[config.mk]
export PLATFORM = sky130hd
export DESIGN_NAME = mbx_msg_tx
export DESIGN_NICKNAME = d
export VERILOG_FILES = /design/src/rtl/mbx_tx_pkg.sv /design/src/rtl/mbx_round_calc.sv /design/src/rtl/mbx_byte_keep.sv /design/src/rtl/mbx_tx_ctrl.sv /design/src/rtl/mbx_msg_tx.sv
export SDC_FILE = /design/constraint.sdc
export NUM_CORES = 1
export LEC_CHECK = 0
export BUFFER_PORTS_ARGS = -buffer_cell sky130_fd_sc_hd__buf_2
export CORE_UTILIZATION = 50
export DETAILED_ROUTE_END_ITERATION = 6
export PLACE_DENSITY = 0.95
export SLEW_MARGIN = 20
export SYNTH_ARGS = -nofsm -noshare
export SYNTH_HDL_FRONTEND = slang
export SYNTH_HIERARCHICAL = 1
export SYNTH_SLANG_ARGS = --single-unit
[constraint.sdc]
create_clock -name clk -period 6.62 [get_ports clk]
set_clock_uncertainty 0.15 [all_clocks]
set_input_delay 0.662 -clock clk [delete_from_list [all_inputs] [get_ports clk]]
set_output_delay 0.662 -clock clk [all_outputs]
set_load 0.02 [all_outputs]
[src/rtl/mbx_tx_pkg.sv]
package mbx_tx_pkg;

   typedef enum logic [1:0] {
      ST_IDLE  = 2'd0,
      ST_CHECK = 2'd1,
      ST_WAIT  = 2'd2,
      ST_WRITE = 2'd3
   } tx_state_e;

endpackage

[src/rtl/mbx_round_calc.sv]
// Sizes the next round: bytes it carries and the highest slot it touches.
module mbx_round_calc #(
   parameter int LEN_W      = 12,
   parameter int WIN_PER_CH = 4,
   parameter int BYTES      = 4,
   parameter int SLOT_W     = 2
) (
   input  logic [LEN_W-1:0]  rem_i,
   output logic [LEN_W-1:0]  rnd_bytes_o,
   output logic [SLOT_W-1:0] top_slot_o
);

   localparam int CAP    = WIN_PER_CH * BYTES;
   localparam int BSEL_W = $clog2(BYTES);

   logic [LEN_W-1:0] words;

   always_comb begin
      rnd_bytes_o = (rem_i < LEN_W'(CAP)) ? rem_i : LEN_W'(CAP);
      words       = (rnd_bytes_o + LEN_W'(BYTES - 1)) >> BSEL_W;
      top_slot_o  = SLOT_W'(words - LEN_W'(1));
   end

endmodule

[src/rtl/mbx_byte_keep.sv]
// Keeps the low keep_cnt_i bytes of a word (0 means the whole word).
module mbx_byte_keep #(
   parameter int WORD_W = 32,
   parameter int BYTES  = WORD_W / 8,
   parameter int BSEL_W = $clog2(BYTES)
) (
   input  logic [WORD_W-1:0] word_i,
   input  logic [BSEL_W-1:0] keep_cnt_i,
   output logic [WORD_W-1:0] word_o,
   output logic [BSEL_W:0]   sent_o
);

   logic whole;
   assign whole  = (keep_cnt_i == '0);
   assign sent_o = whole ? (BSEL_W + 1)'(BYTES) : {1'b0, keep_cnt_i};

   for (genvar b = 0; b < BYTES; b++) begin : g_lane
      logic lane_on;
      assign lane_on           = whole || (BSEL_W'(b) < keep_cnt_i);
      assign word_o[b*8 +: 8]  = lane_on ? word_i[b*8 +: 8] : 8'h00;
   end

endmodule

[src/rtl/mbx_tx_ctrl.sv]
// Sequencer: leading-word check, status wait, descending slot writes.
module mbx_tx_ctrl
   import mbx_tx_pkg::*;
#(
   parameter int LEN_W      = 12,
   parameter int WIN_PER_CH = 4,
   parameter int WIN_IDX_W  = 7,
   parameter int WORD_W     = 32,
   parameter int SLOT_W     = 2,
   parameter int BSEL_W     = 2
) (
   input  logic                 clk,
   input  logic                 rst_n,
   input  logic                 start_i,
   input  logic [LEN_W-1:0]     len_i,
   input  logic [WIN_IDX_W-1:0] base_i,
   input  logic [WORD_W-1:0]    rd_word_i,
   input  logic [WORD_W-1:0]    poll_stat_i,
   input  logic                 wr_ready_i,
   input  logic [LEN_W-1:0]     rnd_bytes_i,
   input  logic [SLOT_W-1:0]    top_slot_i,
   input  logic [BSEL_W:0]      sent_i,
   output logic                 busy_o,
   output logic                 err_o,
   output logic [LEN_W-1:0]     rd_idx_o,
   output logic [WIN_IDX_W-1:0] poll_win_o,
   output logic                 wr_valid_o,
   output logic [WIN_IDX_W-1:0] wr_win_o,
   output logic [BSEL_W-1:0]    keep_cnt_o,
   output logic [LEN_W-1:0]     rem_o
);

   tx_state_e            state_q;
   logic [WIN_IDX_W-1:0] base_q;
   logic [LEN_W-1:0]     rem_q;
   logic [LEN_W-1:0]     idx_q;
   logic [LEN_W-1:0]     rnd_left_q;
   logic [SLOT_W-1:0]    slot_q;
   logic                 err_q;
   logic [LEN_W-1:0]     sent_ext;

   assign sent_ext   = LEN_W'(sent_i);
   assign busy_o     = (state_q != ST_IDLE);
   assign err_o      = err_q;
   assign wr_valid_o = (state_q == ST_WRITE);
   assign poll_win_o = base_q + WIN_IDX_W'(WIN_PER_CH - 1);
   assign wr_win_o   = poll_win_o - WIN_IDX_W'(slot_q);
   assign keep_cnt_o = rnd_left_q[BSEL_W-1:0];
   assign rem_o      = rem_q;
   assign rd_idx_o   = (state_q == ST_WRITE) ? idx_q + LEN_W'(slot_q) : idx_q;

   always_ff @(posedge clk or negedge rst_n) begin
      if (!rst_n) begin
         state_q    <= ST_IDLE;
         base_q     <= '0;
         rem_q      <= '0;
         idx_q      <= '0;
         rnd_left_q <= '0;
         slot_q     <= '0;
         err_q      <= 1'b0;
      end else begin
         case (state_q)
            ST_IDLE: begin
               if (start_i) begin
                  err_q <= 1'b0;
                  if (len_i != '0) begin
                     base_q  <= base_i;
                     rem_q   <= len_i;
                     idx_q   <= '0;
                     state_q <= ST_CHECK;
                  end
               end
            end
            ST_CHECK: begin
               if (rd_word_i == '0) begin
                  err_q   <= 1'b1;
                  state_q <= ST_IDLE;
               end else begin
                  state_q <= ST_WAIT;
               end
            end
            ST_WAIT: begin
               if (poll_stat_i == '0) begin
                  rnd_left_q <= rnd_bytes_i;
                  slot_q     <= top_slot_i;
                  state_q    <= ST_WRITE;
               end
            end
            ST_WRITE: begin
               if (wr_ready_i) begin
                  rem_q      <= rem_q - sent_ext;
                  rnd_left_q <= rnd_left_q - sent_ext;
                  if (slot_q == '0) begin
                     idx_q   <= idx_q + LEN_W'(WIN_PER_CH);
                     state_q <= (rem_q == sent_ext) ? ST_IDLE : ST_CHECK;
                  end else begin
                     slot_q <= slot_q - SLOT_W'(1);
                  end
               end
            end
            default: state_q <= ST_IDLE;
         endcase
      end
   end

endmodule

[src/rtl/mbx_msg_tx.sv]
// Top: multi-word mailbox message transmitter.
module mbx_msg_tx #(
   parameter int WIN_CNT    = 124,
   parameter int WIN_PER_CH = 4,
   parameter int LEN_W      = 12,
   parameter int WORD_W     = 32,
   localparam int WIN_IDX_W = $clog2(WIN_CNT)
) (
   input  logic                 clk,
   input  logic                 rst_n,
   input  logic                 start_i,
   input  logic [LEN_W-1:0]     len_i,
   input  logic [WIN_IDX_W-1:0] base_i,
   output logic                 busy_o,
   output logic                 err_o,
   output logic [LEN_W-1:0]     rd_idx_o,
   input  logic [WORD_W-1:0]    rd_word_i,
   output logic [WIN_IDX_W-1:0] poll_win_o,
   input  logic [WORD_W-1:0]    poll_stat_i,
   output logic                 wr_valid_o,
   input  logic                 wr_ready_i,
   output logic [WIN_IDX_W-1:0] wr_win_o,
   output logic [WORD_W-1:0]    wr_data_o
);

   localparam int BYTES  = WORD_W / 8;
   localparam int BSEL_W = $clog2(BYTES);
   localparam int SLOT_W = (WIN_PER_CH > 1) ? $clog2(WIN_PER_CH) : 1;

   if (WORD_W % 8 != 0 || BYTES < 2 || (BYTES & (BYTES - 1)) != 0) begin : g_bad_word
      $error("mbx_msg_tx: WORD_W must be a power-of-two count of bytes, at least 2");
   end
   if (WIN_PER_CH < 1 || WIN_PER_CH > WIN_CNT) begin : g_bad_win
      $error("mbx_msg_tx: WIN_PER_CH must lie in 1..WIN_CNT");
   end
   if ((1 << LEN_W) <= WIN_PER_CH * BYTES) begin : g_bad_len
      $error("mbx_msg_tx: LEN_W too narrow for one round");
   end

   logic [LEN_W-1:0]  rem;
   logic [LEN_W-1:0]  rnd_bytes;
   logic [SLOT_W-1:0] top_slot;
   logic [BSEL_W-1:0] keep_cnt;
   logic [BSEL_W:0]   sent;

   mbx_round_calc #(
      .LEN_W      (LEN_W),
      .WIN_PER_CH (WIN_PER_CH),
      .BYTES      (BYTES),
      .SLOT_W     (SLOT_W)
   ) u_calc (
      .rem_i       (rem),
      .rnd_bytes_o (rnd_bytes),
      .top_slot_o  (top_slot)
   );

   mbx_byte_keep #(
      .WORD_W (WORD_W),
      .BYTES  (BYTES),
      .BSEL_W (BSEL_W)
   ) u_keep (
      .word_i     (rd_word_i),
      .keep_cnt_i (keep_cnt),
      .word_o     (wr_data_o),
      .sent_o     (sent)
   );

   mbx_tx_ctrl #(
      .LEN_W      (LEN_W),
      .WIN_PER_CH (WIN_PER_CH),
      .WIN_IDX_W  (WIN_IDX_W),
      .WORD_W     (WORD_W),
      .SLOT_W     (SLOT_W),
      .BSEL_W     (BSEL_W)
   ) u_ctrl (
      .clk         (clk),
      .rst_n       (rst_n),
      .start_i     (start_i),
      .len_i       (len_i),
      .base_i      (base_i),
      .rd_word_i   (rd_word_i),
      .poll_stat_i (poll_stat_i),
      .wr_ready_i  (wr_ready_i),
      .rnd_bytes_i (rnd_bytes),
      .top_slot_i  (top_slot),
      .sent_i      (sent),
      .busy_o      (busy_o),
      .err_o       (err_o),
      .rd_idx_o    (rd_idx_o),
      .poll_win_o  (poll_win_o),
      .wr_valid_o  (wr_valid_o),
      .wr_win_o    (wr_win_o),
      .keep_cnt_o  (keep_cnt),
      .rem_o       (rem)
   );

endmodule

==> metrics.yaml <==
cts_max_level: 2
setup-violations-final: 0
globalRouteOverflowTotal: 0
path_delay_family: "adder cells"
buffer_ports.inserted: 147
slowest_delay_ns: 0.46
maxCapViolations: 0
finalCoreUtilization_pct: 66.5
path_common_cell: "sky130_fd_sc_hd__inv_1"
power_frac_clock_pct: 11.1
num_io_pins: 148
netSwitchingFraction_pct: 51.1
criticalPathCategory: "reg -> out"
drc: 0
clock_sink_count: 36
ant_nets: 0
design_area_um2: 3680
timing.final.hold_violations: 0
cts_buffers: 5
critPathLaunchType: "register"
avgSynthCellArea_um2: 8.36
layout-area-overhead-vs-synth_pct: 27.7
drt_first_pass_iters: 4
cp-end-kind: "output pin"
p_int_uw: 838
grt_start_max_net_pins: 37
number_of_global_route_vias_before_repair: 2875
post_cts_resized: 0
combPwrFrac_pct: 63.9
finalHoldWorstSlack_ns: 0.309
grt_antenna_before_repair: 0
final.period_utilization_pct: 49.4
final_max_slew_viol_count: 0
critPathMaxFanout: 4
start_util_pct: 52.0
antennaDiodeCount: 0
detail_route.wl_per_cell_um: 14.2
finish.net_count: 572
p_per_area_nw_per_um2: 465
tritoncts_clock_tree: "done"
post-cts-setup-buffers: 0
vias: 2995
post_layout_nonfiller_instances: 544
max_slew.worst_pin.slew_ns: 0.809
ctsLongestPathBuffers: 2
sequentialPowerShare_pct: 25.0
synth_fp_nets: 446
final_layout_size_suffix_gt1_share_pct: 36.4
synthesis.yosys.warnings: 6
clock_pin_slew_of_the_registers_on_the_worst_case_setup_and_hold_paths_ns: 0.08
wirelength_mm: 7.74
worst_skew_pair.late_latency_ns: 0.29
cts.hold.buffers_added: 0
setup-tns-final_ns: 0
timing.slew.headroom_pct: 46.0
critical_path_required_ns: 5.81
clock_tree.root_cell: "sky130_fd_sc_hd__clkbuf_8"
period_needed_ns: 3.27
cell_area_after_placement_um2: 3570
run_status: "complete, no violations"
worst_path_max_delay_cell: "sky130_fd_sc_hd__fa_1"
min_path_type: "in -> async"
design.die.area_um2: 6070
synth_cells: 345
core-area_um2: 5540
gp_congestion: 0.857
netlist_area_um2: 2880
sw_pwr_uw: 876
num_rows: 27
grt_usage_pct: 26.1
die_height_um: 77.9
critPathArrivalTime_ns: 2.46
drt-vias-per-instance: 5.51
clock.fmax_ghz: 0.306
die-width_um: 77.9
timing.critical_path.cells: "inv_1 -> ha_1 -> inv_1 -> fa_1 -> nor4b_1 -> o22ai_1 -> xnor2_1 -> buf_2"
final.fill_count: 476
grt_pass1_wl_mm: 12.8
worstPathBufferInverterCount: 3
drt-initial-drc-count: 239
placed_cells_incl_taps: 536
static-leakage-power_nw: 1.79
dp_hpwl_mm: 6.14
peak_supply_drop_uv: 326
setup_repair_after_global_routing_missed_its_margin: "no"
power groups by stage:
stage / clock network, mW / logic (mW) / registers (mW)
after floorplan: 0 / 0.824 / 0.388
after global placement: 0 / 1.05 / 0.422
after detailed placement: 0 / 1.08 / 0.431
after CTS: 0.196 / 1.09 / 0.426
after global routing: 0.208 / 1.20 / 0.447
final: 0.191 / 1.10 / 0.428
sequential cells by signal, indices dropped and copies added, names as in the netlist:
signal and flops:
u_ctrl/rnd_left_q 2, u_ctrl/slot_q 2, u_ctrl/base_q 7, u_ctrl/idx_q 10, u_ctrl/state_q 2, u_ctrl/rem_o 12
u_ctrl/err_o 1
path summary, 6_finish.rpt:
| path | from | endpoint | slack [ns] | depth (start not counted) |
|---|---|---|---|---|
| setup / recovery | u_ctrl/base_q[0]$_DFFE_PN0P_ | wr_win_o[6] | 3.35 | 8 |
| hold / removal | rst_n | u_ctrl/rem_o[6]$_DFFE_PN0P_ | 0.31 | 1 |
| setup reg to reg | u_ctrl/rnd_left_q[0]$_DFFE_PN0P_ | u_ctrl/rem_o[10]$_DFFE_PN0P_ | 3.64 | 11 |
| hold reg to reg | u_ctrl/base_q[6]$_DFFE_PN0P_ | u_ctrl/base_q[6]$_DFFE_PN0P_ | 0.40 | 1 |
| max in group asynchronous | rst_n | u_ctrl/slot_q[0]$_DFFE_PN0P_ | 5.49 | 1 |
| min in group clk | u_ctrl/base_q[6]$_DFFE_PN0P_ | u_ctrl/base_q[6]$_DFFE_PN0P_ | 0.40 | 1 |
per-layer routing:
metal | vias up | GRT usage, % | share of wire, %
met3 | 5 | 4.24 | 5.9
met2 | 100 | 45.2 | 51
li1 | 1480 | - | -
met5 | - | 0 | 0
met1 | 1410 | 33.3 | 43
met4 | 0 | 7.78 | 0.57
cell type report:
type / count / area, um^2 / share of cell area, %
Clock buffer: 5 / 68.8 / 1.87
Clock inverter: 3 / 42.5 / 1.16
Inverter: 20 / 75.1 / 2.04
Multi-Input combinational cell: 260 / 1760 / 47.8
Sequential cell: 36 / 901 / 24.5
Tap cell: 72 / 90.1 / 2.45
Timing Repair Buffer: 148 / 743 / 20.2
per-stage QoR:
step / power [mW] / setup WS (ns)
floorplan: 1.21 / 3.58
CTS: 1.71 / 3.33
detailed placement: 1.51 / 3.36
global route: 1.85 / 3.15
finish: 1.71 / 3.35
global placement: 1.48 / 3.50
cells in the final DEF (no fill, tap or decap), drive strengths merged, types with 6 or more instances in the layout:
| cell type | n |
|---|---|
| buf | 148 |
| dfrtp | 36 |
| nand2 | 27 |
| nor2 | 26 |
| o21ai | 23 |
| nor4 | 23 |
| inv | 20 |
| nor2b | 20 |
| a21oi | 17 |
| ha | 12 |
| xnor2 | 10 |
| xor2 | 9 |
| and2 | 8 |
| nor3 | 8 |
| nand4 | 7 |
| nand3 | 6 |
(Power assumes the default switching activity.)
